--- config.mk ---
export PLATFORM = sky130hd
export DESIGN_NAME = rtc_status_reg
export DESIGN_NICKNAME = d
export VERILOG_FILES = /design/src/rtl/rtc_status_pkg.sv /design/src/rtl/rtc_flag_cell.sv /design/src/rtl/rtc_alarm_match.sv /design/src/rtl/rtc_status_reg.sv
export SDC_FILE = /design/constraint.sdc
export NUM_CORES = 1
export LEC_CHECK = 0
export BUFFER_PORTS_ARGS = -buffer_cell sky130_fd_sc_hd__buf_2
export CORE_UTILIZATION = 34
export CTS_BUF_LIST = sky130_fd_sc_hd__clkbuf_4 sky130_fd_sc_hd__clkbuf_8
export DETAILED_ROUTE_END_ITERATION = 8
export PLACE_DENSITY = 0.9
export REMOVE_ABC_BUFFERS = 1
export SETUP_SLACK_MARGIN = 0.5
export SYNTH_ARGS = -nofsm -noshare
export SYNTH_HDL_FRONTEND = slang
export SYNTH_SLANG_ARGS = --single-unit
--- constraint.sdc ---
create_clock -name clk -period 1.2 [get_ports clk]
set_clock_uncertainty 0.05 [all_clocks]
set_input_delay 0.18 -clock clk [delete_from_list [all_inputs] [get_ports clk]]
set_output_delay 0.18 -clock clk [all_outputs]
set_load 0.01 [all_outputs]
--- src/rtl/rtc_status_pkg.sv ---
package rtc_status_pkg;

    // Index of each sticky flag inside the flag vector
    localparam int FLG_TICK  = 0;
    localparam int FLG_ALARM = 1;
    localparam int FLG_PWR   = 2;
    localparam int FLG_FIRST = 3;
    localparam int FLG_TEST  = 4;
    localparam int FLG_WDOG  = 5;
    localparam int NUM_FLAGS = 6;

    // Flags that survive a read, and flags that reset to 1
    localparam logic [NUM_FLAGS-1:0] KEEP_ON_READ = 6'b000100;
    localparam logic [NUM_FLAGS-1:0] SET_AT_RESET = 6'b001000;

    // Alarm detector states
    typedef enum logic [0:0] {
        ALM_ARMED = 1'b0,
        ALM_FIRED = 1'b1
    } alm_state_t;

endpackage

--- src/rtl/rtc_flag_cell.sv ---
module rtc_flag_cell #(
    parameter bit CLR_ON_READ = 1'b1,
    parameter bit RST_VAL     = 1'b0
) (
    input  logic clk,
    input  logic rst_n,
    input  logic set_i,
    input  logic rd_clr_i,
    output logic q_o
);

    logic q_d;

    // A set in the same cycle as a clearing read wins.
    always_comb begin
        q_d = q_o;
        if (CLR_ON_READ && rd_clr_i)
            q_d = 1'b0;
        if (set_i)
            q_d = 1'b1;
    end

    always_ff @(posedge clk or negedge rst_n) begin
        if (!rst_n)
            q_o <= RST_VAL;
        else
            q_o <= q_d;
    end

endmodule

--- src/rtl/rtc_alarm_match.sv ---
module rtc_alarm_match
    import rtc_status_pkg::*;
#(
    parameter int TIME_W = 8
) (
    input  logic              clk,
    input  logic              rst_n,
    input  logic [TIME_W-1:0] now_sec,
    input  logic [TIME_W-1:0] now_min,
    input  logic [TIME_W-1:0] now_hr,
    input  logic [TIME_W-1:0] alm_sec,
    input  logic [TIME_W-1:0] alm_min,
    input  logic [TIME_W-1:0] alm_hr,
    output logic              hit_o
);

    localparam int NFIELD = 3;

    logic [NFIELD-1:0] [TIME_W-1:0] now_f;
    logic [NFIELD-1:0] [TIME_W-1:0] alm_f;
    logic [NFIELD-1:0]              fld_eq;
    logic                           all_eq;
    alm_state_t                     state_q;
    alm_state_t                     state_d;

    assign now_f = {now_hr, now_min, now_sec};
    assign alm_f = {alm_hr, alm_min, alm_sec};

    for (genvar g = 0; g < NFIELD; g++) begin : g_cmp
        assign fld_eq[g] = (now_f[g] == alm_f[g]);
    end

    assign all_eq = &fld_eq;

    // State register
    always_ff @(posedge clk or negedge rst_n) begin
        if (!rst_n)
            state_q <= ALM_ARMED;
        else
            state_q <= state_d;
    end

    // Next state and output
    always_comb begin
        state_d = state_q;
        hit_o   = 1'b0;
        unique case (state_q)
            ALM_ARMED: begin
                if (all_eq) begin
                    hit_o   = 1'b1;
                    state_d = ALM_FIRED;
                end
            end
            ALM_FIRED: begin
                if (!all_eq)
                    state_d = ALM_ARMED;
            end
            default: state_d = ALM_ARMED;
        endcase
    end

endmodule

--- src/rtl/rtc_status_reg.sv ---
module rtc_status_reg
    import rtc_status_pkg::*;
#(
    parameter int TIME_W = 8
) (
    input  logic              clk,
    input  logic              rst_n,
    input  logic              wdog_evt,
    input  logic              test_evt,
    input  logic              pwr_evt,
    input  logic              tick_evt,
    input  logic [TIME_W-1:0] now_sec,
    input  logic [TIME_W-1:0] now_min,
    input  logic [TIME_W-1:0] now_hr,
    input  logic [TIME_W-1:0] alm_sec,
    input  logic [TIME_W-1:0] alm_min,
    input  logic [TIME_W-1:0] alm_hr,
    input  logic              rd_strobe,
    output logic [7:0]        rd_data
);

    logic                 alarm_hit;
    logic [NUM_FLAGS-1:0] flag_set;
    logic [NUM_FLAGS-1:0] flag_q;
    logic                 irq_any;

    rtc_alarm_match #(.TIME_W(TIME_W)) u_alarm (
        .clk     (clk),
        .rst_n   (rst_n),
        .now_sec (now_sec),
        .now_min (now_min),
        .now_hr  (now_hr),
        .alm_sec (alm_sec),
        .alm_min (alm_min),
        .alm_hr  (alm_hr),
        .hit_o   (alarm_hit)
    );

    always_comb begin
        flag_set            = '0;
        flag_set[FLG_TICK]  = tick_evt;
        flag_set[FLG_ALARM] = alarm_hit;
        flag_set[FLG_PWR]   = pwr_evt;
        flag_set[FLG_FIRST] = 1'b0;
        flag_set[FLG_TEST]  = test_evt;
        flag_set[FLG_WDOG]  = wdog_evt;
    end

    for (genvar i = 0; i < NUM_FLAGS; i++) begin : g_flag
        rtc_flag_cell #(
            .CLR_ON_READ (!KEEP_ON_READ[i]),
            .RST_VAL     (SET_AT_RESET[i])
        ) u_cell (
            .clk      (clk),
            .rst_n    (rst_n),
            .set_i    (flag_set[i]),
            .rd_clr_i (rd_strobe),
            .q_o      (flag_q[i])
        );
    end

    assign irq_any = flag_q[FLG_PWR] | flag_q[FLG_ALARM] | flag_q[FLG_TICK];

    // Output assembly
    always_comb begin
        rd_data    = '0;
        rd_data[7] = flag_q[FLG_WDOG];
        rd_data[6] = flag_q[FLG_TEST];
        rd_data[5] = flag_q[FLG_FIRST];
        rd_data[4] = irq_any;
        rd_data[3] = flag_q[FLG_PWR];
        rd_data[2] = flag_q[FLG_ALARM];
        rd_data[1] = flag_q[FLG_TICK];
        rd_data[0] = 1'b0;
    end

endmodule

=== Word-level counts from Yosys, hierarchy flattened ===
Cells that the tools add are included.

* Input bits: 55
* Register bits after elaboration: 7
* Output and inout bits: 8

* Bitwise logic cells: 2
* Mux-type cells: 7
* Reductions and logical operators: 5
* Equality and inequality tests: 3

{| class="wikitable"
|+ Operator list
! cell !! count
|-
| $eq 8x8->1 || 3
|-
| $reduce_bool 2->1 || 4
|-
| $mux 1 || 7
|-
| $reduce_and 3->1 || 1
|-
| $or 1x1->1 || 2
|}

=== Longest topological paths before layout ===
Gate-level depths: netlist of run 1.

* Word-level depth: 5
* Mapped depth: 4
* Mapped depth without buffers: 4

=== Hierarchy ===
A second synthesis of run 1 with hierarchy kept.

* Cell total of the unflattened synthesis: 56
* Area total of the unflattened synthesis: 535.5 µm²

{| class="wikitable"
|+ By module, submodules not included
! module !! times used !! cells an instance !! sequential area each (µm²) !! area each (µm²)
|-
| rtc_alarm_match || 1 || 35 || 25.0 || 296.5
|-
| rtc_flag_cell at g_flag[0].u_cell ... || 4 || 3 || 25.0 || 36.3
|-
| rtc_flag_cell at g_flag[3].u_cell || 1 || 3 || 26.3 || 37.5
|-
| rtc_flag_cell at g_flag[2].u_cell || 1 || 2 || 25.0 || 31.3
|-
| rtc_status_reg || 1 || 4 || 0.0 || 25.0
|}

=== Worst setup path after synthesis of run 1 ===
No wires, ideal clock.

* Path kind: reg-to-output
* Start: register g_flag[1].u_cell.q_o
* End: output port rd_data[4]
* Data arrival time: 859 ps
* Cell stages (with the launch flop): 3
* Required time: 970 ps
* Path slack: 111 ps
* Buffers on the path: 1
* Cells stage by stage: dfrtp_1 > or3_1 > buf_4

* Word-level cells in the longest chain between the ends: 2

{| class="wikitable"
|+ RTL lines
! element !! line !! text
|-
| start: declaration || rtc_flag_cell.sv:9 || <nowiki>output logic q_o</nowiki>
|-
| start signal: assignment || rtc_flag_cell.sv:27 || <nowiki>q_o <= q_d;</nowiki>
|-
| $or 1x1->1 (2 in a row) || rtc_status_reg.sv:62 || <nowiki>assign irq_any = flag_q[FLG_PWR] | flag_q[FLG_ALARM] | flag_q[FLG_TICK];</nowiki>
|-
| end: declaration || rtc_status_reg.sv:19 || <nowiki>output logic [7:0] rd_data</nowiki>
|}

Every way passes these cells.

=== Worst setup path after layout of run 1 ===
* Start: register g_flag[0].u_cell.q_o
* End: output port rd_data[4]

* Word-level cells in the longest chain between the ends: 1

{| class="wikitable"
|+ RTL lines
! element !! line
|-
| start: declaration || rtc_flag_cell.sv:9
|-
| start signal: assignment || rtc_flag_cell.sv:27
|-
| $or 1x1->1 || rtc_status_reg.sv:62
|}

Every way passes these cells.

==> results.md, run 1 <==
- Setup WS pre-CTS: -131 ps
- Total CTS buffers: 3
- Max cap viols: 0
- Required time of the worst setup path: around 970 ps
- Via/cell ratio: 4.68
- PortBufs: 61
- Gr usage total: 17.1%
- Leading area contributor after synthesis: xor2_1
- Maximum clock rate: 0.738 GHz
- Initial antenna violation count: 0
- Crit Path Category: flip-flop to primary output
- Library cells used by synthesis: 15
- Yosys Warn Count: 0
- Post-Synthesis Cell Area: 567 um2
- Post-Layout Cell Count: 140
- CP Launch Type: flip-flop
- Fin util: 69.0%
- DR iter-0 viols: 8
- I/O Pins: 63
- Largest net degree at the start of global routing: 8
- Cells after Synth: 58
- NumNets Final: 180
- Clock Power Share: 33.5%
- Clk_lat worst skew: approximately 250 ps
- Hold slack: 54.7 ps
- Drt drc: 0
- Pins over their slew limit: 0
- Top post-synthesis cells by area: xor2_1 37%, dfrtp_1 26%, buf_4 11%
- Unrepaired setup endpoints after global routing: yes
- Hold Fails Final Rpt: 0
- Htree depth: 1
- CTS Root Cell: clkbuf_4
- Setup crit end kind: primary output
- Final WL: about 1.9 mm
- Final antenna-violating net count: 0
- Switch share: 27.1%
- Area growth, synth to finish: 85.7%
- Placed cell areas: approximately 850 um2
- CTS tree: built
- Placed insts: 129
- Int Power: 532 uW
- Std-Cell Rows: 14
- Overflow left after global routing: 0
- Area share of the largest cell type after synthesis: 37.1%
- Half-perimeter wire length after placement: between 1 and 1.5 mm
- Status: complete, but fails checks
- Share of cells above drive strength 1: 66.1%
- NetSw: 198 uW
- Power Dens Cells: 694 nW/um2
- Sequential share of power: 33.8%
- Seq/Total Area, Yosys: a little under a third
- Synth Register Bits: 7
- Final antenna diode count: 0
- Die area: 1830 um2
- P_leak: around 0.54 nW
- Gate power share: 32.7%
- Wire length per cell: 13.4 um
- Die Y-Extent: 42.8 um
- Critical-path maximum fanout: 2
- Die X: 42.8 um
- Vias in the first global route: 650
- Fin crit period: 1350 ps
- Period Utilization, post-route: 113%
- Final worst slack: -155 ps
- Detailed Routing Iterations Pass 1: 4
- Core area: 1520 um2
- Gpl congestion: 0.651
- Worst Hold Class: input port to flip-flop
- Final instance area: 1050 um2
- Reg clk slew, reported paths: 60 ps
- Clock Sinks: 7
- Via Count: 655
- Avg Inst Size Synth: roughly 9.8 um2
- Failing checks: setup timing
- Clk buf depth: 2
- Worst Path Arrival: 1120 ps
- Setup violations, final: 2
- Initial Utilization: 37.2%
- First-pass GRT wire length: 2.37 mm
- Maximum VDD drop: 520 uV
==> Yosys cell counts, drive strengths merged <==
| master | instances |
|---|---|
| inv | 2 |
| o32ai | 1 |
| or2 | 1 |
| xor2 | 24 |
| a21o | 3 |
| nand2 | 1 |
| nand4 | 1 |
| dfrtp | 6 |
| or3 | 1 |
| nor2 | 1 |
| nor2b | 1 |
| nor4 | 6 |
| conb | 1 |
| dfstp | 1 |
| buf | 8 |
==> power groups by stage <==
stage,clock [mW],sequential (mW),combinational (mW)
after floorplan,0,0.254,0.0650
after global placement,0,0.251,0.181
after detailed placement,0,0.251,0.192
after CTS,0.250,0.246,0.214
after global routing,0.271,0.247,0.255
final,0.245,0.247,0.239
==> per-stage QoR <==
stage	power [mW]	TNS, ps
after floorplan	0.319	0
final	0.730	-163
after global placement	0.432	-80.9
after global routing	0.773	-225
after CTS	0.710	-150
after detailed placement	0.443	-157
==> layer usage <==
metal  wire (um)  global-route usage [%]  part of all wire, %  vias up
li1            -                       -                    -      314
met2        1220                    39.1                   65       30
met3          98                    2.55                  5.2        0
met5           0                       0                    0        -
met4           0                    5.63                    0        0
met1         558                    13.3                   30      311
==> sequential cells by signal, summed over array words and instances, names as in the netlist <==
register,cells
g_flag.u_cell.q_o,6
u_alarm.state_q,1
==> kinds of logic after synthesis <==
family / share of synthesized area [%]
XOR/XNOR: 37.1
AND/OR/NAND/NOR: 12.4
buffers and inverters: 11.9
flip-flops: 31.1
AO/OA/AOI/OAI: 6.84
other: 0.662
==> repair_timing <==
item	in CTS	in global routing
pin swaps	9	4
endpoints found under the setup margin	14	14
gates resized for setup	11	10
buffers inserted	2	4
hold buffers	1	0
hold endpoints to repair	7	0
==> cell usage in the layout (no fill, tap or decap), drive strengths merged <==
cell         instances
nor4                 6
or2                  1
buf                 69
dfrtp                6
dlygate4sd3          1
nand4                1
nor2b                1
inv                  2
dfstp                1
nand2                1
clkbuf               4
or3                  1
xor2                24
nor2                 1
a21o                 3
o32ai                1
conb                 1
==> worst paths after layout <==
kind                                   endpoint            startpoint  slack, ps  cells past startpoint
min                        g_flag[3].u_cell.q_o             rd_strobe         50                      2
max                                  rd_data[4]  g_flag[0].u_cell.q_o       -150                      2
min reg2reg                g_flag[1].u_cell.q_o       u_alarm.state_q        420                      1
max in group asynchronous  g_flag[3].u_cell.q_o                 rst_n        620                      2
min in group asynchronous  g_flag[0].u_cell.q_o                 rst_n        250                      2
max reg2reg                g_flag[2].u_cell.q_o  g_flag[2].u_cell.q_o        170                      3
==> critical path: stages, from the launching register on <==
cell and delay [ps]:
dfrtp_1 370, or3_1 350, buf_2 140
==> area by class of cell <==
type                    count  area [um2]
inverters                   2        7.51
well taps                  16        20.0
multi-input cells          41         360
flip-flops and latches      7         176
repair buffers             70         458
fillers                   141         472
clock buffers               4        30.0
No activity file was read; power rests on OpenSTA's default activity.
==> inputs of run 2 (changes only) <==
Settings changed: CORE_UTILIZATION 34 to 31, PLACE_DENSITY 0.9 to 0.74.
Clock period 1.2 ns to 1.1 ns, I/O delays scaled along.
==> results.md, run 2 (synthesis gave the netlist of run 1 again) <==
- Status: complete, but fails checks
- Failing checks: setup timing
- Maximum VDD drop: 568 uV (+9.2%)
- CTS tree: built
- Required time of the worst setup path: 880 ps (-90 ps)
- Max cap viols: 0 (unchanged)
- Final WL: 1.47 mm (-22%)
- Max FFs per register: 6 (unchanged)
- Drt drc: 0 (unchanged)
- Critical-path maximum fanout: 2 (unchanged)
- Worst Path Arrival: 1130 ps (about the same)
- Final worst slack: -244 ps (-89.4 ps)
- Largest net degree at the start of global routing: 8 (unchanged)
- Detailed Routing Iterations Pass 1: 4 (unchanged)
- Die area: 2000 um2 (+9.2%)
- Via Count: 642 (-2.0%)
- Share of cells above drive strength 1: 63.6% (-2.5 points)
- Setup crit end kind: primary output
- Setup violations, final: 3 (+1)
- Wire length per cell: 10.0 um (-25%)
- PortBufs: 61 (unchanged)
- Area growth, synth to finish: 83.4%
- NumNets Final: 177 (-1.7%)
- Crit Path Category: flip-flop to primary output
- Pwr Total: 781 uW (+7.1%)
- Total CTS buffers: 3 (unchanged)
- Htree depth: 1 (unchanged)
- Commonest non-fill, non-tap cells in the layout: 47 x buf_2, 24 x xor2_1, 16 x buf_6
- Largest reg by FF count: g_flag.u_cell.q_o
- Die Y-Extent: 44.8 um (+4.5%)
- Final antenna-violating net count: 0 (unchanged)
- Gr usage total: 14.9% (-2.2 points)
- Period Utilization, post-route: 122%
- Via/cell ratio: 4.40 (-6.0%)
- Maximum clock rate: 0.744 GHz
- First-pass GRT wire length: 2.00 mm (-15%)
- Pins over their slew limit: 0 (unchanged)
- Die X: 44.8 um (+4.5%)
- CP Launch Type: flip-flop
- Initial antenna violation count: 0 (unchanged)
- Vias in the first global route: 567 (-13%)
- Std-Cell Rows: 15 (+1)
- Clock Sinks: 7 (unchanged)
- I/O Pins: 63 (unchanged)
- Unrepaired setup endpoints after global routing: yes
- Worst Hold Class: input port to flip-flop
- Final antenna diode count: 0 (unchanged)
- Core area: 1730 um2 (+13%)
- Initial Utilization: 32.8% (-4.4 points)
- Fin crit period: 1340 ps
- Largest regs: g_flag.u_cell.q_o x6, u_alarm.state_q x1
- DR iter-0 viols: 7 (-1)
- Reg clk slew, reported paths: 50 ps (about the same)
- Commonest non-fill, non-tap cell in the layout: buf_2
- P_leak: 0.534 nW (-1.8%)
- Fillcell total: 160 (+13%)
- Overflow left after global routing: 0 (unchanged)
- Power Dens Cells: 752 nW/um2 (+8.3%)
- Gpl congestion: 0.604 (-7.2%)
- Clk buf depth: 2 (unchanged)
- Half-perimeter wire length after placement: 1.12 mm (-19%)
- Hold slack: 22.1 ps (-32.6 ps)
- CTS Root Cell: clkbuf_4
- Hold Fails Final Rpt: 0 (unchanged)
- Clk_lat worst skew: 250 ps (about the same)
==> run 2: cell types whose count changed in the layout (fill, tap and decap cells not counted) <==
cell,before,now
nor2b_4,1,0
nor2b_1,0,1
nor4_1,2,3
buf_2,49,47
nor4_2,4,3
buf_4,6,3
buf_6,14,16
==> run 2: power by group <==
part	total [mW]	switching [mW]	internal [mW]
combinational	0.251	0.0967	0.155
sequential	0.269	0.00387	0.266
clock	0.261	0.0974	0.163
==> run 2: per-stage QoR <==
step	TNS [ps]	instances	setup slack, ps	utilization (%)	area [um2]
detailed placement	-382	138	-245	49.7	858
global route	-483	146	-293	60.2	1040
floorplan	0	50	54.8	-	507
global placement	-363	138	-235	49.7	858
finish	-338	146	-244	60.2	1040
CTS	-247	145	-244	57.6	995
==> run 2: critical path, stage by stage (launching register included) <==
cell	delay, ps
dfrtp_1	370
or3_1	360
buf_2	140
==> run 2: timing repair <==
action / CTS / global route
hold buffers: 1 / 0
gates resized for setup: 14 / 7
setup endpoints to repair: 14 / 14
buffers inserted: 2 / 1
endpoints found under the hold margin: 7 / 0
pin swaps: 10 / 9
==> run 2: layout make-up <==
type | count | area [um2] | area share (%)
Clock buffer | 4 | 30.0 | 2.89
Tap cell | 25 | 31.3 | 3.01
Inverter | 2 | 7.51 | 0.722
Sequential cell | 7 | 176 | 17.0
Timing Repair Buffer | 67 | 448 | 43.1
Multi-Input combinational cell | 41 | 347 | 33.3
==> run 2: worst paths after layout <==
path	startpoint	endpoint	slack, ps	depth (start not counted)
max in group asynchronous	rst_n	g_flag[3].u_cell.q_o	540	2
worst max register to register	g_flag[0].u_cell.q_o	g_flag[0].u_cell.q_o	170	3
worst min-delay path	rd_strobe	g_flag[3].u_cell.q_o	20	2
worst max-delay path	g_flag[2].u_cell.q_o	rd_data[4]	-240	2
worst min register to register	u_alarm.state_q	g_flag[1].u_cell.q_o	420	1
min in group asynchronous	rst_n	g_flag[2].u_cell.q_o	230	2
==> run 2: routing by layer <==
layer / up-vias / global-route usage (%) / wire length, um
met5: - / 0 / 0
met4: 0 / 10.9 / 17
met3: 3 / 4.80 / 159
met2: 43 / 30.6 / 811
met1: 286 / 10.8 / 477
li1: 310 / - / -
